### config.mk
export PLATFORM = sky130hd
export DESIGN_NAME = serdat_port
export DESIGN_NICKNAME = d
export VERILOG_FILES = /design/src/rtl/serdat_pkg.sv /design/src/rtl/serdat_sync.sv /design/src/rtl/serdat_frame.sv /design/src/rtl/serdat_ready.sv /design/src/rtl/serdat_port.sv
export SDC_FILE = /design/constraint.sdc
export NUM_CORES = 1
export LEC_CHECK = 0
export BUFFER_PORTS_ARGS = -buffer_cell sky130_fd_sc_hd__buf_2
export CORE_MARGIN = 4
export CORE_UTILIZATION = 64
export CTS_CLUSTER_SIZE = 40
export DETAILED_ROUTE_END_ITERATION = 12
export PLACE_DENSITY = 0.95
export RECOVER_POWER = 25
export SYNTH_ARGS = -nofsm -noshare
export SYNTH_HDL_FRONTEND = slang
export SYNTH_SLANG_ARGS = --single-unit
### constraint.sdc
create_clock -name clk -period 3.3 [get_ports clk]
set_input_delay 0.66 -clock clk [delete_from_list [all_inputs] [get_ports clk]]
set_output_delay 0.66 -clock clk [all_outputs]
set_load 0.02 [all_outputs]
### src/rtl/serdat_pkg.sv
package serdat_pkg;
  localparam int CMD_W   = 8;
  localparam int ADDR_W  = 3;
  localparam int REG_W   = 8;
  localparam int DATA_W  = 16;

  localparam logic [ADDR_W-1:0] ADDR_CFG  = 3'd1;
  localparam logic [ADDR_W-1:0] ADDR_DATA = 3'd2;
  localparam logic [ADDR_W-1:0] ADDR_STAT = 3'd3;
endpackage

### src/rtl/serdat_sync.sv
module serdat_sync #(
  parameter int          W       = 3,
  parameter int          STAGES  = 2,
  parameter logic [W-1:0] RST_VAL = '0
) (
  input  logic         clk,
  input  logic         rst_n,
  input  logic [W-1:0] d,
  output logic [W-1:0] q
);
  logic [W-1:0] stg [STAGES];

  always_ff @(posedge clk or negedge rst_n) begin
    if (!rst_n) begin
      for (int i = 0; i < STAGES; i++) stg[i] <= RST_VAL;
    end else begin
      stg[0] <= d;
      for (int i = 1; i < STAGES; i++) stg[i] <= stg[i-1];
    end
  end

  assign q = stg[STAGES-1];
endmodule

### src/rtl/serdat_frame.sv
module serdat_frame
  import serdat_pkg::*;
#(
  parameter int DW = DATA_W,
  parameter int CW = CMD_W,
  parameter int RW = REG_W,
  parameter int AW = ADDR_W
) (
  input  logic          clk,
  input  logic          rst_n,
  input  logic          cs_n_s,
  input  logic          sclk_s,
  input  logic          din_s,
  input  logic [DW-1:0] rd_word,
  output logic          dout,
  output logic          dout_oe,
  output logic          rd_start,
  output logic [AW-1:0] rd_addr,
  output logic          rd_done,
  output logic          xfer_end,
  output logic          wr_en,
  output logic [AW-1:0] wr_addr,
  output logic [RW-1:0] wr_data,
  output logic          sclk_fall,
  output logic          cs_fall
);
  localparam int RXW     = (CW > RW) ? CW : RW;
  localparam int CNT_MAX = CW + DW;
  localparam int CNT_W   = $clog2(CNT_MAX + 1);
  localparam logic [CNT_W-1:0] C_CMD_END = CNT_W'(CW - 1);
  localparam logic [CNT_W-1:0] C_WR_END  = CNT_W'(CW + RW - 1);
  localparam logic [CNT_W-1:0] C_RD_END  = CNT_W'(CW + DW - 1);
  localparam logic [CNT_W-1:0] C_SAT     = CNT_W'(CNT_MAX);

  logic             sclk_d, cs_d;
  logic             sclk_rise, cs_rise;
  logic [CNT_W-1:0] cnt;
  logic [RXW-1:0]   rx;
  logic [RXW-1:0]   nb;
  logic [DW-1:0]    tx;
  logic             cmd_rd;
  logic [AW-1:0]    cmd_addr;

  assign sclk_rise = sclk_s & ~sclk_d & ~cs_n_s;
  assign sclk_fall = ~sclk_s & sclk_d & ~cs_n_s;
  assign cs_fall   = cs_d & ~cs_n_s;
  assign cs_rise   = ~cs_d & cs_n_s;
  assign nb        = {rx[RXW-2:0], din_s};
  assign dout_oe   = ~cs_n_s;
  assign rd_addr   = cmd_addr;
  assign wr_addr   = cmd_addr;

  always_ff @(posedge clk or negedge rst_n) begin
    if (!rst_n) begin
      sclk_d <= 1'b0;
      cs_d   <= 1'b1;
    end else begin
      sclk_d <= sclk_s;
      cs_d   <= cs_n_s;
    end
  end

  always_ff @(posedge clk or negedge rst_n) begin
    if (!rst_n) begin
      cnt      <= '0;
      rx       <= '0;
      tx       <= '0;
      dout     <= 1'b0;
      cmd_rd   <= 1'b0;
      cmd_addr <= '0;
      rd_start <= 1'b0;
      rd_done  <= 1'b0;
      xfer_end <= 1'b0;
      wr_en    <= 1'b0;
      wr_data  <= '0;
    end else begin
      rd_start <= 1'b0;
      rd_done  <= 1'b0;
      xfer_end <= 1'b0;
      wr_en    <= 1'b0;
      if (cs_fall) begin
        cnt    <= '0;
        tx     <= '0;
        dout   <= 1'b0;
        cmd_rd <= 1'b0;
      end else if (cs_rise) begin
        xfer_end <= 1'b1;
      end else begin
        if (sclk_rise) begin
          rx <= nb;
          if (cnt != C_SAT) cnt <= cnt + 1'b1;
          if (cnt == C_CMD_END) begin
            cmd_rd   <= nb[CW-1];
            cmd_addr <= nb[AW-1:0];
            rd_start <= nb[CW-1];
          end
          if (!cmd_rd && cnt == C_WR_END) begin
            wr_en   <= 1'b1;
            wr_data <= nb[RW-1:0];
          end
          if (cmd_rd && cmd_addr == ADDR_DATA && cnt == C_RD_END)
            rd_done <= 1'b1;
        end
        if (rd_start) begin
          tx <= rd_word;
        end else if (sclk_fall) begin
          dout <= tx[DW-1];
          tx   <= {tx[DW-2:0], 1'b0};
        end
      end
    end
  end
endmodule

### src/rtl/serdat_ready.sv
module serdat_ready #(
  parameter int DW = 16
) (
  input  logic          clk,
  input  logic          rst_n,
  input  logic [DW-1:0] res_data,
  input  logic          res_valid,
  output logic          res_ready,
  input  logic          cal_done,
  input  logic          rd_start,
  input  logic          rd_done,
  input  logic          xfer_end,
  output logic [DW-1:0] data_q,
  output logic          drdy,
  output logic          accept,
  output logic          busy_end,
  output logic          shadow_v
);
  logic          busy_q;
  logic          eff_busy;
  logic [DW-1:0] shadow_q;

  assign res_ready = ~shadow_v;
  assign accept    = res_valid & res_ready;
  assign eff_busy  = busy_q | rd_start;
  assign busy_end  = busy_q & (rd_done | xfer_end);

  always_ff @(posedge clk or negedge rst_n) begin
    if (!rst_n) begin
      busy_q   <= 1'b0;
      data_q   <= '0;
      shadow_q <= '0;
      shadow_v <= 1'b0;
      drdy     <= 1'b0;
    end else begin
      if (rd_start) busy_q <= 1'b1;
      if (busy_end) begin
        busy_q <= 1'b0;
        if (rd_done) drdy <= 1'b0;
        if (shadow_v) begin
          data_q   <= shadow_q;
          shadow_v <= 1'b0;
          drdy     <= 1'b1;
        end else if (accept) begin
          data_q <= res_data;
          drdy   <= 1'b1;
        end
      end else if (accept) begin
        if (eff_busy) begin
          shadow_q <= res_data;
          shadow_v <= 1'b1;
        end else begin
          data_q <= res_data;
          drdy   <= 1'b1;
        end
      end
      if (cal_done) drdy <= 1'b1;
    end
  end
endmodule

### src/rtl/serdat_port.sv
module serdat_port
  import serdat_pkg::*;
#(
  parameter int          SYNC_STAGES = 2,
  parameter logic [7:0]  CFG_RST     = 8'h0C
) (
  input  logic        clk,
  input  logic        rst_n,
  input  logic        cs_n,
  input  logic        sclk,
  input  logic        din,
  output logic        dout,
  output logic        dout_oe,
  input  logic [15:0] res_data,
  input  logic        res_valid,
  output logic        res_ready,
  input  logic        cal_done,
  output logic        drdy_n,
  output logic [7:0]  cfg_q
);
  logic [2:0]        pins_s;
  logic              cs_n_s, sclk_s, din_s;
  logic [DATA_W-1:0] rd_word;
  logic              rd_start, rd_done, xfer_end, wr_en;
  logic [ADDR_W-1:0] rd_addr, wr_addr;
  logic [REG_W-1:0]  wr_data;
  logic              sclk_fall, cs_fall;
  logic              data_rd_start;
  logic [DATA_W-1:0] data_q;
  logic              drdy, accept, busy_end, shadow_v;
  logic [REG_W-1:0]  stat_byte;

  serdat_sync #(.W(3), .STAGES(SYNC_STAGES), .RST_VAL(3'b100)) u_sync (
    .clk(clk), .rst_n(rst_n), .d({cs_n, sclk, din}), .q(pins_s)
  );
  assign {cs_n_s, sclk_s, din_s} = pins_s;

  serdat_frame u_frame (
    .clk(clk), .rst_n(rst_n), .cs_n_s(cs_n_s), .sclk_s(sclk_s), .din_s(din_s),
    .rd_word(rd_word), .dout(dout), .dout_oe(dout_oe), .rd_start(rd_start),
    .rd_addr(rd_addr), .rd_done(rd_done), .xfer_end(xfer_end), .wr_en(wr_en),
    .wr_addr(wr_addr), .wr_data(wr_data), .sclk_fall(sclk_fall), .cs_fall(cs_fall)
  );

  assign data_rd_start = rd_start & (rd_addr == ADDR_DATA);

  serdat_ready #(.DW(DATA_W)) u_ready (
    .clk(clk), .rst_n(rst_n), .res_data(res_data), .res_valid(res_valid),
    .res_ready(res_ready), .cal_done(cal_done), .rd_start(data_rd_start),
    .rd_done(rd_done), .xfer_end(xfer_end), .data_q(data_q), .drdy(drdy),
    .accept(accept), .busy_end(busy_end), .shadow_v(shadow_v)
  );

  always_comb begin
    stat_byte    = '0;
    stat_byte[0] = drdy;
  end

  always_comb begin
    rd_word = '0;
    case (rd_addr)
      ADDR_CFG:  rd_word[DATA_W-1 -: REG_W] = cfg_q;
      ADDR_DATA: rd_word = data_q;
      ADDR_STAT: rd_word[DATA_W-1 -: REG_W] = stat_byte;
      default:   rd_word = '0;
    endcase
  end

  always_ff @(posedge clk or negedge rst_n) begin
    if (!rst_n)                            cfg_q <= CFG_RST;
    else if (wr_en && wr_addr == ADDR_CFG) cfg_q <= wr_data;
  end

  assign drdy_n = ~drdy;
endmodule

==> results of run 1 <==
[report_power, final]
part / total [mW] / switching, mW / leakage, nW / internal, mW
clock network: 0.758 / 0.388 / 0.0993 / 0.370
logic: 0.162 / 0.0861 / 0.786 / 0.0759
registers: 1.28 / 0.0559 / 1.29 / 1.23
[cells in the mapped netlist (6+ instances only)]
library cell	instances	area share
sky130_fd_sc_hd__or2_2	8	0.011
sky130_fd_sc_hd__a222oi_1	6	0.014
sky130_fd_sc_hd__clkbuf_1	10	0.0086
sky130_fd_sc_hd__a22oi_1	8	0.014
sky130_fd_sc_hd__buf_2	7	0.0080
sky130_fd_sc_hd__nand2_1	9	0.0077
sky130_fd_sc_hd__nor2_1	7	0.0060
sky130_fd_sc_hd__o211ai_1	21	0.036
sky130_fd_sc_hd__dfrtp_1	91	0.52
sky130_fd_sc_hd__o221a_2	16	0.041
sky130_fd_sc_hd__inv_1	20	0.017
sky130_fd_sc_hd__o2bb2ai_1	15	0.030
sky130_fd_sc_hd__mux2_2	44	0.11
[per-layer routing]
| layer | share of wire | track usage |
|---|---|---|
| met5 | 0 | 0 |
| met4 | 0.012 | 0.0599 |
| met3 | 0.058 | 0.0525 |
| met2 | 0.50 | 0.385 |
| met1 | 0.43 | 0.326 |
[flip-flops by register name (all words and copies together), names as in the netlist, 3 cells and up]
register,flops
u_frame.tx,16
u_ready.data_q,16
u_sync.q,3
cfg_q,8
u_frame.rd_addr,3
u_sync.stg,3
u_ready.shadow_q,16
u_frame.rx,7
u_frame.wr_data,8
u_frame.cnt,5
[cell type report]
type                    count  area [um2]  share of cell area
clock inverters             5        56.3              0.0118
clock buffers              11         141              0.0297
well taps                  77        96.3              0.0202
flip-flops and latches     96        2410               0.505
repair buffers             39         210              0.0441
inverters                  20        75.1              0.0157
multi-input cells         205        1780               0.373
[final timing paths]
kind | to | slack, ns | cells after the start
setup reg to reg | u_frame.tx[6]$_DFFE_PN0P_ | 0.85 | 5
min in group clk | u_sync.q[2]$_DFF_PN1_ | 0.37 | 0
max in group asynchronous | u_frame.cnt[0]$_DFFE_PN0P_ | 2.24 | 2
hold reg to reg | u_sync.q[2]$_DFF_PN1_ | 0.37 | 0
hold / removal | u_ready.data_q[13]$_DFFE_PN0P_ | 0.30 | 1
setup / recovery | u_frame.tx[6]$_DFFE_PN0P_ | 0.85 | 5
[per-stage QoR]
stage | power (mW) | setup WS, ns | utilization | instance area (um2)
finish | 2.20 | 0.846 | 0.734 | 4770
CTS | 2.22 | 0.929 | 0.734 | 4770
detailed placement | 1.47 | 0.995 | 0.704 | 4570
global placement | 1.46 | 1.09 | 0.704 | 4570
global route | 2.32 | 0.682 | 0.734 | 4770
floorplan | 1.39 | 1.34 | - | 4370
[kinds of logic (layout without fill, tap and decap cells)]
kind of cell	Yosys count	count (layout)	synth area share
mux	45	45	0.116
buf+inv	40	75	0.0415
compound gates	89	89	0.179
simple gates	66	66	0.0988
flops	96	96	0.551
fa+ha+maj	5	5	0.0143
==> reports/summary.json, run 1 <==
{
  "yosys": {
    "post_synth_edffs": 0,
    "postSynth.asyncResetShare": 1.00,
    "post_synth_num_cell_types": 55,
    "syn-num-nets": 369,
    "post_synth_inst_count": 341,
    "seq_area_frac_synth": 0.551,
    "yosysWarnings": 0,
    "total_of_flip_flops_plus_latches_after_synthesis": 96,
    "mappedNetlistArea_um2": 4370,
    "ys_dominant_reg_cell": "sky130_fd_sc_hd__dfrtp_1",
    "syn-mean-instance-area_um2": 12.8
  },
  "clock_network": {
    "clockBufferDepth": 2,
    "clk-insertion-delay-late_ns": 0.36,
    "cts.sinks": 96,
    "clk_pin_slew_ns": 0.09,
    "post_cts.resized_instances": 0,
    "cts_post_setup_buffers_inserted": 0,
    "tritoncts_clock_tree": "built",
    "total_clock_buffers_created_by_cts": 9,
    "cts.htree.levels": 3,
    "postCtsHoldBufs": 0,
    "clockRootBuffer": "sky130_fd_sc_hd__clkbuf_8"
  },
  "layout": {
    "antenna_cells": 0,
    "layout-drive-gt1-share": 0.354,
    "layout.cells.most_common": "sky130_fd_sc_hd__dfrtp_1",
    "stdcell_count": 453,
    "layout_common_cells": "91 x sky130_fd_sc_hd__dfrtp_1, 44 x sky130_fd_sc_hd__mux2_2, 33 x sky130_fd_sc_hd__buf_2",
    "fin_nets": 399,
    "fill_cells": 416,
    "synthToLayoutAreaGrowth_pct": 9.10
  },
  "sta": {
    "finalHoldWorstSlack_ns": 0.304,
    "max_freq_mhz": 407,
    "hold_viol_final": 0,
    "setup_repair_after_global_routing_missed_its_margin": "false",
    "setup_viol": 0,
    "setup_tns_ns": 0,
    "final_slew_viol_count": 0,
    "worst-slew-pin-transition_ns": 0.978,
    "min_period_over_period": 0.744,
    "layout_min_cycle_time_ns": 2.45,
    "skew_ns": 0.00803,
    "maxSlewHeadroom": 0.345
  },
  "global_routing": {
    "antenna_found_initial": 0,
    "global_route.overflow_total": 0,
    "track_usage": 0.237,
    "largest_net_degree_at_the_start_of_global_routing": 48,
    "grt_pass1_vias": 3016,
    "wire_length_of_the_first_global_routing_pass_mm": 15.5
  },
  "drt": {
    "initialDrtViolationCount": 266,
    "wire_per_inst_um": 20.1,
    "vias": 3040,
    "drcViolationCount": 0,
    "router_iterations_before_antenna_repair": 9,
    "finalWirelength_mm": 9.12,
    "avgViaCountPerCell": 6.71,
    "detail-route-antenna-nets": 0
  },
  "setup_path": {
    "path_class": "reg2reg",
    "path_delay_family": "simple AND/OR/NAND/NOR gates",
    "critPathLaunch": "u_sync.q[2]$_DFF_PN1_",
    "wp_data_arrival_ns": 2.73,
    "timing.critical_path.required_ns": 3.57,
    "critical-path-slowest-cell": "sky130_fd_sc_hd__nor2_1",
    "cp_cell_sequence": "inv_1 -> ha_1 -> o21ba_2 -> nor2_1 -> o2bb2ai_1",
    "start_kind": "register",
    "endpoint_kind": "register",
    "path_buf_inv": 1,
    "cp_max_fo": 15,
    "critical_path.reg2reg.startpoint": "u_sync.q[2]$_DFF_PN1_",
    "worst_path_largest_cell_delay_ns": 0.76
  },
  "floorplan": {
    "boundaryPins": 35,
    "rows": 29,
    "floorplan.die.width_um": 90.6,
    "standard_cell_core_area_um2": 6490,
    "dieHeight_um": 90.6,
    "floorplan.initialDensity": 0.673,
    "design.die.area_um2": 8210
  },
  "job": {
    "maxCapViolCount": 0
  },
  "placed_design": {
    "gp_routability_congestion": 0.857,
    "port_buffers": 34,
    "dp.final_hpwl_mm": 6.31,
    "placed_cells_incl_taps": 437
  },
  "status": {
    "run_status": "complete, no violations"
  },
  "worst_hold_path": {
    "worst_hold_path_type": "in2async"
  },
  "pwr": {
    "leakage_nw": 2.17,
    "ir_worst_vdd_mv": 0.336,
    "power_density_nw_per_um2": 462
  }
}
Power figures use the tool's default switching activity.
==> inputs of run 2 (changes only) <==
Settings changed: CORE_UTILIZATION 64 to 59, PLACE_DENSITY 0.95 to 0.9.
Clock period 3.3 ns to 2.5 ns, I/O delays scaled along.
==> reports/summary.json, run 2 (synthesized netlist as in run 1, its figures left out) <==
{
  "pwr": {
    "ir_worst_vdd": {"value": 0.374, "unit": "mV", "change": "was 0.336 mV"},
    "report.power.total": {"value": 2.87, "unit": "mW", "change": "was 2.20 mW"},
    "power.share.sequential": {"value": 0.589, "change": "was 0.582"},
    "psw": {"value": 0.706, "unit": "mW", "change": "was 0.530 mW"},
    "pwr-share-comb": {"value": 0.075, "change": "was 0.074"},
    "internal_power": {"value": 2.17, "unit": "mW", "change": "was 1.67 mW"},
    "switching_share": {"value": 0.246, "change": "was 0.241"},
    "power_density": {"value": 593, "unit": "nW/um2", "change": "was 462 nW/um2"},
    "leakage": {"value": 2.21, "unit": "nW", "change": "was 2.17 nW"},
    "power.share.clock": {"value": 0.336, "change": "was 0.344"}
  },
  "drt": {
    "detail-route-antenna-nets": {"value": 0, "change": "unchanged"},
    "initialDrtViolationCount": {"value": 286, "change": "was 266"},
    "router_iterations_before_antenna_repair": {"value": 6, "change": "was 9"},
    "drcViolationCount": {"value": 0, "change": "unchanged"},
    "finalWirelength": {"value": 9.42, "unit": "mm", "change": "was 9.12 mm"},
    "wire_per_inst": {"value": 19.6, "unit": "um", "change": "was 20.1 um"},
    "vias": {"value": 3075, "change": "was 3040"},
    "avgViaCountPerCell": {"value": 6.39, "change": "was 6.71"}
  },
  "sta": {
    "worst-slew-pin-transition": {"value": 1.14, "unit": "ns", "change": "was 0.978 ns"},
    "layout_min_cycle_time": {"value": 2.31, "unit": "ns", "change": "was 2.45 ns"},
    "setup_viol": {"value": 0, "change": "unchanged"},
    "min_period_over_period": {"value": 0.925, "change": "was 0.744"},
    "final.setup.worst_slack": {"value": 0.189, "unit": "ns", "change": "was 0.846 ns"},
    "setup_tns": {"value": 0, "unit": "ns", "change": "unchanged"},
    "finalHoldWorstSlack": {"value": 0.231, "unit": "ns", "change": "was 0.304 ns"},
    "final_slew_viol_count": {"value": 0, "change": "unchanged"},
    "maxSlewHeadroom": {"value": 0.240, "change": "was 0.345"},
    "max_freq": {"value": 433, "unit": "MHz", "change": "was 407 MHz"},
    "skew": {"value": 0.00981, "unit": "ns", "change": "was 0.00803 ns"},
    "setup_repair_after_global_routing_missed_its_margin": {"value": "false", "change": "unchanged"},
    "hold_viol_final": {"value": 0, "change": "unchanged"}
  },
  "setup_path": {
    "cp_max_fo": {"value": 14, "change": "was 15"},
    "timing.critical_path.required": {"value": 2.70, "unit": "ns", "change": "was 3.57 ns"},
    "wp_data_arrival": {"value": 2.51, "unit": "ns", "change": "was 2.73 ns"},
    "critical-path-slowest-cell": {"value": "sky130_fd_sc_hd__o21bai_1", "change": "was sky130_fd_sc_hd__nor2_1"},
    "start_kind": {"value": "register", "change": "unchanged"},
    "path_class": {"value": "reg2reg", "change": "unchanged"},
    "endpoint_kind": {"value": "register", "change": "unchanged"},
    "path_delay_family": {"value": "compound AO/OA/AOI/OAI gates", "change": "was simple AND/OR/NAND/NOR gates"},
    "path_buf_inv": {"value": 1, "change": "unchanged"},
    "cp_cell_sequence": {"value": "inv_1 -> ha_1 -> o21ba_2 -> o21bai_1 -> o2bb2ai_1", "change": "was inv_1 -> ha_1 -> o21ba_2 -> nor2_1 -> o2bb2ai_1"},
    "worst_path_largest_cell_delay": {"value": 0.80, "unit": "ns", "change": "was 0.76 ns"}
  },
  "placed_design": {
    "port_buffers": {"value": 34, "change": "unchanged"},
    "dp.final_hpwl": {"value": 6.49, "unit": "mm", "change": "was 6.31 mm"},
    "dpl_worst_slack": {"value": 0.236, "unit": "ns", "change": "was 0.995 ns"},
    "post_dp_cell_area": {"value": 4660, "unit": "um2", "change": "was 4570 um2"},
    "placed_cells_incl_taps": {"value": 465, "change": "was 437"},
    "gp_routability_congestion": {"value": 0.863, "change": "was 0.857"}
  },
  "layout": {
    "layout.cells.most_common": {"value": "sky130_fd_sc_hd__dfrtp_1", "change": "unchanged"},
    "synthToLayoutAreaGrowth": {"value": 10.9, "unit": "%", "change": "was 9.10%"},
    "finalInstanceArea": {"value": 4840, "unit": "um2", "change": "was 4770 um2"},
    "stdcell_count": {"value": 481, "change": "was 453"},
    "biggest_registers_after_layout": {"value": "u_frame.tx x16, u_ready.data_q x16, u_ready.shadow_q x16", "change": "unchanged"},
    "post_layout_utilization_of_the_core": {"value": 0.672, "change": "was 0.734"},
    "layout_common_cells": {"value": "91 x sky130_fd_sc_hd__dfrtp_1, 44 x sky130_fd_sc_hd__mux2_2, 33 x sky130_fd_sc_hd__buf_2", "change": "unchanged"},
    "antenna_cells": {"value": 0, "change": "unchanged"},
    "layout-drive-gt1-share": {"value": 0.369, "change": "was 0.354"},
    "fin_nets": {"value": 405, "change": "was 399"}
  },
  "floorplan": {
    "boundaryPins": {"value": 35, "change": "unchanged"},
    "rows": {"value": 31, "change": "was 29"},
    "floorplan.die.width": {"value": 94.1, "unit": "um", "change": "was 90.6 um"},
    "floorplan.initialDensity": {"value": 0.606, "change": "was 0.673"},
    "design.die.area": {"value": 8850, "unit": "um2", "change": "was 8210 um2"},
    "dieHeight": {"value": 94.1, "unit": "um", "change": "was 90.6 um"},
    "standard_cell_core_area": {"value": 7210, "unit": "um2", "change": "was 6490 um2"}
  },
  "clock_network": {
    "clk_pin_slew": {"value": 0.09, "unit": "ns", "change": "about the same"},
    "clk-insertion-delay-late": {"value": 0.36, "unit": "ns", "change": "about the same"},
    "tritoncts_clock_tree": {"value": "built", "change": "unchanged"},
    "postCtsHoldBufs": {"value": 0, "change": "unchanged"},
    "cts_post_setup_buffers_inserted": {"value": 0, "change": "unchanged"},
    "total_clock_buffers_created_by_cts": {"value": 9, "change": "unchanged"},
    "cts.sinks": {"value": 96, "change": "unchanged"},
    "cts.htree.levels": {"value": 3, "change": "unchanged"},
    "post_cts.resized_instances": {"value": 0, "change": "unchanged"},
    "clockBufferDepth": {"value": 2, "change": "unchanged"},
    "clockRootBuffer": {"value": "sky130_fd_sc_hd__clkbuf_8", "change": "unchanged"}
  },
  "job": {
    "maxCapViolCount": {"value": 0, "change": "unchanged"}
  },
  "global_routing": {
    "track_usage": {"value": 0.235, "change": "was 0.237"},
    "grt_pass1_vias": {"value": 3173, "change": "was 3016"},
    "antenna_found_initial": {"value": 0, "change": "unchanged"},
    "wire_length_of_the_first_global_routing_pass": {"value": 16.1, "unit": "mm", "change": "was 15.5 mm"},
    "global_route.overflow_total": {"value": 0, "change": "unchanged"},
    "largest_net_degree_at_the_start_of_global_routing": {"value": 46, "change": "was 48"}
  },
  "worst_hold_path": {
    "worst_hold_path_type": {"value": "in2reg", "change": "was in2async"}
  },
  "status": {
    "run_status": {"value": "complete, no violations", "change": "unchanged"}
  }
}
run 2: changes by cell type in the layout (fill, tap and decap cells not counted):
cell | before | now
sky130_fd_sc_hd__dfstp_1 | 1 | 0
sky130_fd_sc_hd__bufinv_16 | 1 | 0
sky130_fd_sc_hd__buf_4 | 6 | 10
sky130_fd_sc_hd__clkbuf_8 | 10 | 12
sky130_fd_sc_hd__clkbuf_1 | 1 | 0
sky130_fd_sc_hd__buf_12 | 0 | 1
sky130_fd_sc_hd__clkinv_4 | 1 | 0
sky130_fd_sc_hd__inv_6 | 0 | 1
sky130_fd_sc_hd__clkbuf_2 | 0 | 1
sky130_fd_sc_hd__dfstp_2 | 4 | 5
run 2: routing by layer:
metal | part of all wire | global-route usage
met2 | 0.50 | 0.396
met4 | 0.015 | 0.0602
met5 | 0 | 0
met1 | 0.41 | 0.300
met3 | 0.072 | 0.0657
run 2: layout make-up:
type	instances	area [um2]
Clock buffer	12	165
Clock inverter	4	26.3
Fill cell	522	2370
Inverter	20	75.1
Multi-Input combinational cell	205	1780
Sequential cell	96	2410
Tap cell	99	124
Timing Repair Buffer	45	265
run 2: path summary, 6_finish.rpt:
path,slack [ns],to,startpoint,depth (start not counted)
setup / recovery,0.19,u_frame.tx[3]$_DFFE_PN0P_,u_sync.q[2]$_DFF_PN1_,5
hold / removal,0.23,u_sync.stg[5]$_DFF_PN1_,cs_n,1
setup reg to reg,0.19,u_frame.tx[3]$_DFFE_PN0P_,u_sync.q[2]$_DFF_PN1_,5
hold reg to reg,0.36,u_sync.q[0]$_DFF_PN0_,u_sync.stg[3]$_DFF_PN0_,0
max in group asynchronous,1.29,u_ready.shadow_q[14]$_DFFE_PN0P_,rst_n,2
min in group asynchronous,0.35,u_ready.data_q[12]$_DFFE_PN0P_,rst_n,1
run 2: worst reg2reg max path, stage by stage, from the launching register on:
cell and delay (ns):
sky130_fd_sc_hd__dfstp_2 0.60, sky130_fd_sc_hd__inv_1 0.07, sky130_fd_sc_hd__ha_1 0.25, sky130_fd_sc_hd__o21ba_2 0.25, sky130_fd_sc_hd__o21bai_1 0.80, sky130_fd_sc_hd__o2bb2ai_1 0.18
run 2: power by group through the flow:
stage	Clock, mW	Combinational, mW	Sequential (mW)
floorplan	0	0.130	1.70
detailed placement	0	0.219	1.72
global placement	0	0.209	1.72
finish	0.965	0.217	1.69
global route	1.07	0.249	1.71
CTS	0.989	0.221	1.69
==> inputs of run 3 (changes only) <==
Settings changed: REMOVE_ABC_BUFFERS set to 1.
==> reports/summary.json, run 3 (synthesized netlist as in run 1, its figures left out) <==
{
  "layout": {
    "finalInstanceArea": {"value": 4860, "unit": "um2", "change": "was 4840 um2"},
    "post_layout_utilization_of_the_core": {"value": 0.673, "change": "was 0.672"},
    "layout.cells.most_common": {"value": "sky130_fd_sc_hd__dfrtp_1", "change": "unchanged"},
    "layout_common_cells": {"value": "91 x sky130_fd_sc_hd__dfrtp_1, 44 x sky130_fd_sc_hd__mux2_2, 33 x sky130_fd_sc_hd__buf_2", "change": "unchanged"},
    "stdcell_count": {"value": 482, "change": "was 481"},
    "fin_nets": {"value": 406, "change": "was 405"},
    "layout-drive-gt1-share": {"value": 0.371, "change": "was 0.369"},
    "antenna_cells": {"value": 0, "change": "unchanged"},
    "biggest_registers_after_layout": {"value": "u_frame.tx x16, u_ready.data_q x16, u_ready.shadow_q x16", "change": "unchanged"},
    "synthToLayoutAreaGrowth": {"value": 11.1, "unit": "%", "change": "was 10.9%"}
  },
  "setup_path": {
    "start_kind": {"value": "register", "change": "unchanged"},
    "wp_data_arrival": {"value": 2.59, "unit": "ns", "change": "was 2.51 ns"},
    "rrSetupSlack": {"value": 0.12, "unit": "ns", "change": "was 0.19 ns"},
    "endpoint_kind": {"value": "register", "change": "unchanged"},
    "path_delay_family": {"value": "compound AO/OA/AOI/OAI gates", "change": "unchanged"},
    "worst_path_largest_cell_delay": {"value": 0.84, "unit": "ns", "change": "was 0.80 ns"},
    "cp_max_fo": {"value": 14, "change": "unchanged"},
    "path_buf_inv": {"value": 1, "change": "unchanged"},
    "cp_cell_sequence": {"value": "inv_1 -> ha_1 -> o21ba_2 -> o21bai_1 -> o2bb2ai_1", "change": "unchanged"},
    "path_class": {"value": "reg2reg", "change": "unchanged"},
    "r2r-end": {"value": "u_frame.tx[3]$_DFFE_PN0P_", "change": "unchanged"},
    "timing.critical_path.required": {"value": 2.71, "unit": "ns", "change": "was 2.70 ns"},
    "critical-path-slowest-cell": {"value": "sky130_fd_sc_hd__o21bai_1", "change": "unchanged"},
    "r2r_cells": {"value": 5, "change": "unchanged"},
    "critical_path.reg2reg.startpoint": {"value": "u_sync.q[2]$_DFF_PN1_", "change": "unchanged"}
  },
  "clock_network": {
    "total_clock_buffers_created_by_cts": {"value": 9, "change": "unchanged"},
    "postCtsHoldBufs": {"value": 0, "change": "unchanged"},
    "clockRootBuffer": {"value": "sky130_fd_sc_hd__clkbuf_8", "change": "unchanged"},
    "cts.htree.levels": {"value": 3, "change": "unchanged"},
    "clk_pin_slew": {"value": 0.10, "unit": "ns", "change": "was 0.09 ns"},
    "cts.sinks": {"value": 96, "change": "unchanged"},
    "clk-insertion-delay-late": {"value": 0.38, "unit": "ns", "change": "was 0.36 ns"},
    "cts_post_setup_buffers_inserted": {"value": 0, "change": "unchanged"},
    "post_cts.resized_instances": {"value": 0, "change": "unchanged"},
    "tritoncts_clock_tree": {"value": "built", "change": "unchanged"},
    "clockBufferDepth": {"value": 2, "change": "unchanged"}
  },
  "placed_design": {
    "gp_routability_congestion": {"value": 0.862, "change": "was 0.863"},
    "port_buffers": {"value": 34, "change": "unchanged"},
    "placed_cells_incl_taps": {"value": 466, "change": "was 465"},
    "dp.final_hpwl": {"value": 6.49, "unit": "mm", "change": "about the same"},
    "post_dp_cell_area": {"value": 4660, "unit": "um2", "change": "about the same"}
  },
  "floorplan": {
    "floorplan.die.width": {"value": 94.1, "unit": "um", "change": "unchanged"},
    "design.die.area": {"value": 8850, "unit": "um2", "change": "unchanged"},
    "boundaryPins": {"value": 35, "change": "unchanged"},
    "rows": {"value": 31, "change": "unchanged"},
    "dieHeight": {"value": 94.1, "unit": "um", "change": "unchanged"},
    "floorplan.initialDensity": {"value": 0.606, "change": "unchanged"},
    "standard_cell_core_area": {"value": 7210, "unit": "um2", "change": "unchanged"}
  },
  "worst_hold_path": {
    "hold_path_end": {"value": "u_sync.stg[5]$_DFF_PN1_", "change": "unchanged"},
    "hold_depth": {"value": 1, "change": "unchanged"},
    "hp-start": {"value": "cs_n", "change": "unchanged"},
    "worst_hold_path_type": {"value": "in2reg", "change": "unchanged"}
  },
  "sta": {
    "hold_viol_final": {"value": 0, "change": "unchanged"},
    "final_slew_viol_count": {"value": 0, "change": "unchanged"},
    "setup_viol": {"value": 0, "change": "unchanged"},
    "setup_repair_after_global_routing_missed_its_margin": {"value": "false", "change": "unchanged"},
    "maxSlewHeadroom": {"value": 0.291, "change": "was 0.240"},
    "max_freq": {"value": 420, "unit": "MHz", "change": "was 433 MHz"},
    "worst-slew-pin-transition": {"value": 1.06, "unit": "ns", "change": "was 1.14 ns"},
    "skew": {"value": 0.00714, "unit": "ns", "change": "was 0.00981 ns"},
    "layout_min_cycle_time": {"value": 2.38, "unit": "ns", "change": "was 2.31 ns"},
    "min_period_over_period": {"value": 0.952, "change": "was 0.925"}
  },
  "global_routing": {
    "track_usage": {"value": 0.227, "change": "was 0.235"},
    "grt_pass1_vias": {"value": 3129, "change": "was 3173"},
    "antenna_found_initial": {"value": 0, "change": "unchanged"},
    "largest_net_degree_at_the_start_of_global_routing": {"value": 43, "change": "was 46"},
    "wire_length_of_the_first_global_routing_pass": {"value": 15.7, "unit": "mm", "change": "was 16.1 mm"},
    "global_route.overflow_total": {"value": 0, "change": "unchanged"}
  },
  "drt": {
    "finalWirelength": {"value": 9.60, "unit": "mm", "change": "was 9.42 mm"},
    "router_iterations_before_antenna_repair": {"value": 7, "change": "was 6"},
    "wire_per_inst": {"value": 19.9, "unit": "um", "change": "was 19.6 um"},
    "detail-route-antenna-nets": {"value": 0, "change": "unchanged"},
    "drcViolationCount": {"value": 0, "change": "unchanged"},
    "initialDrtViolationCount": {"value": 257, "change": "was 286"},
    "avgViaCountPerCell": {"value": 6.48, "change": "was 6.39"},
    "vias": {"value": 3123, "change": "was 3075"}
  },
  "pwr": {
    "report.power.total": {"value": 2.99, "unit": "mW", "change": "was 2.87 mW"},
    "ir_worst_vdd": {"value": 0.388, "unit": "mV", "change": "was 0.374 mV"},
    "leakage": {"value": 2.21, "unit": "nW", "change": "about the same"},
    "power_density": {"value": 617, "unit": "nW/um2", "change": "was 593 nW/um2"}
  },
  "status": {
    "run_status": {"value": "complete, no violations", "change": "unchanged"}
  },
  "job": {
    "maxCapViolCount": {"value": 0, "change": "unchanged"}
  }
}
==> run 3: routing by layer <==
layer / wire [um] / track usage / share of wire / vias to the layer above
met5: 0 / 0 / 0 / -
met4: 153 / 0.0686 / 0.016 / 0
met3: 633 / 0.0657 / 0.066 / 22
met2: 4860 / 0.381 / 0.51 / 117
met1: 3950 / 0.285 / 0.41 / 1604
li1: - / - / - / 1380
==> run 3: worst max path at each step <==
stage	cells past startpoint	endpoint	from	slack [ns]
after CTS	5	u_frame.tx[3]$_DFFE_PN0P_	u_sync.q[2]$_DFF_PN1_	0.18
final	5	u_frame.tx[3]$_DFFE_PN0P_	u_sync.q[2]$_DFF_PN1_	0.12
after detailed placement	5	u_frame.tx[3]$_DFFE_PN0P_	u_sync.q[2]$_DFF_PN1_	0.16
after global placement	5	u_frame.tx[2]$_DFFE_PN0P_	u_sync.q[2]$_DFF_PN1_	0.31
after global routing	5	u_frame.tx[3]$_DFFE_PN0P_	u_sync.q[2]$_DFF_PN1_	0.04
after floorplan	5	u_frame.wr_data[0]$_DFFE_PN0P_	u_frame.cs_d$_DFF_PN1_	-0.03
==> run 3: area by class of cell <==
| class | count | area (um2) |
|---|---|---|
| Clock buffer | 9 | 124 |
| Clock inverter | 7 | 87.6 |
| Fill cell | 525 | 2360 |
| Inverter | 20 | 75.1 |
| Multi-Input combinational cell | 205 | 1780 |
| Sequential cell | 96 | 2410 |
| Tap cell | 99 | 124 |
| Timing Repair Buffer | 46 | 258 |
==> run 3: power by group <==
| group | internal, mW | switching, mW | total [mW] | leakage (nW) |
|---|---|---|---|---|
| registers | 1.62 | 0.0731 | 1.69 | 1.29 |
| logic | 0.101 | 0.114 | 0.216 | 0.820 |
| clock network | 0.485 | 0.601 | 1.09 | 0.101 |
==> run 3: metrics by stage <==
step | hold slack [ns] | setup TNS, ns | worst slack, ns
3_5_place_dp | 0.348 | 0 | 0.162
6_report | 0.209 | 0 | 0.121
4_1_cts | 0.111 | 0 | 0.175
5_1_grt | 0.209 | 0 | 0.0363
2_1_floorplan | 0.204 | -0.278 | -0.0347
3_3_place_gp | 0.332 | 0 | 0.313
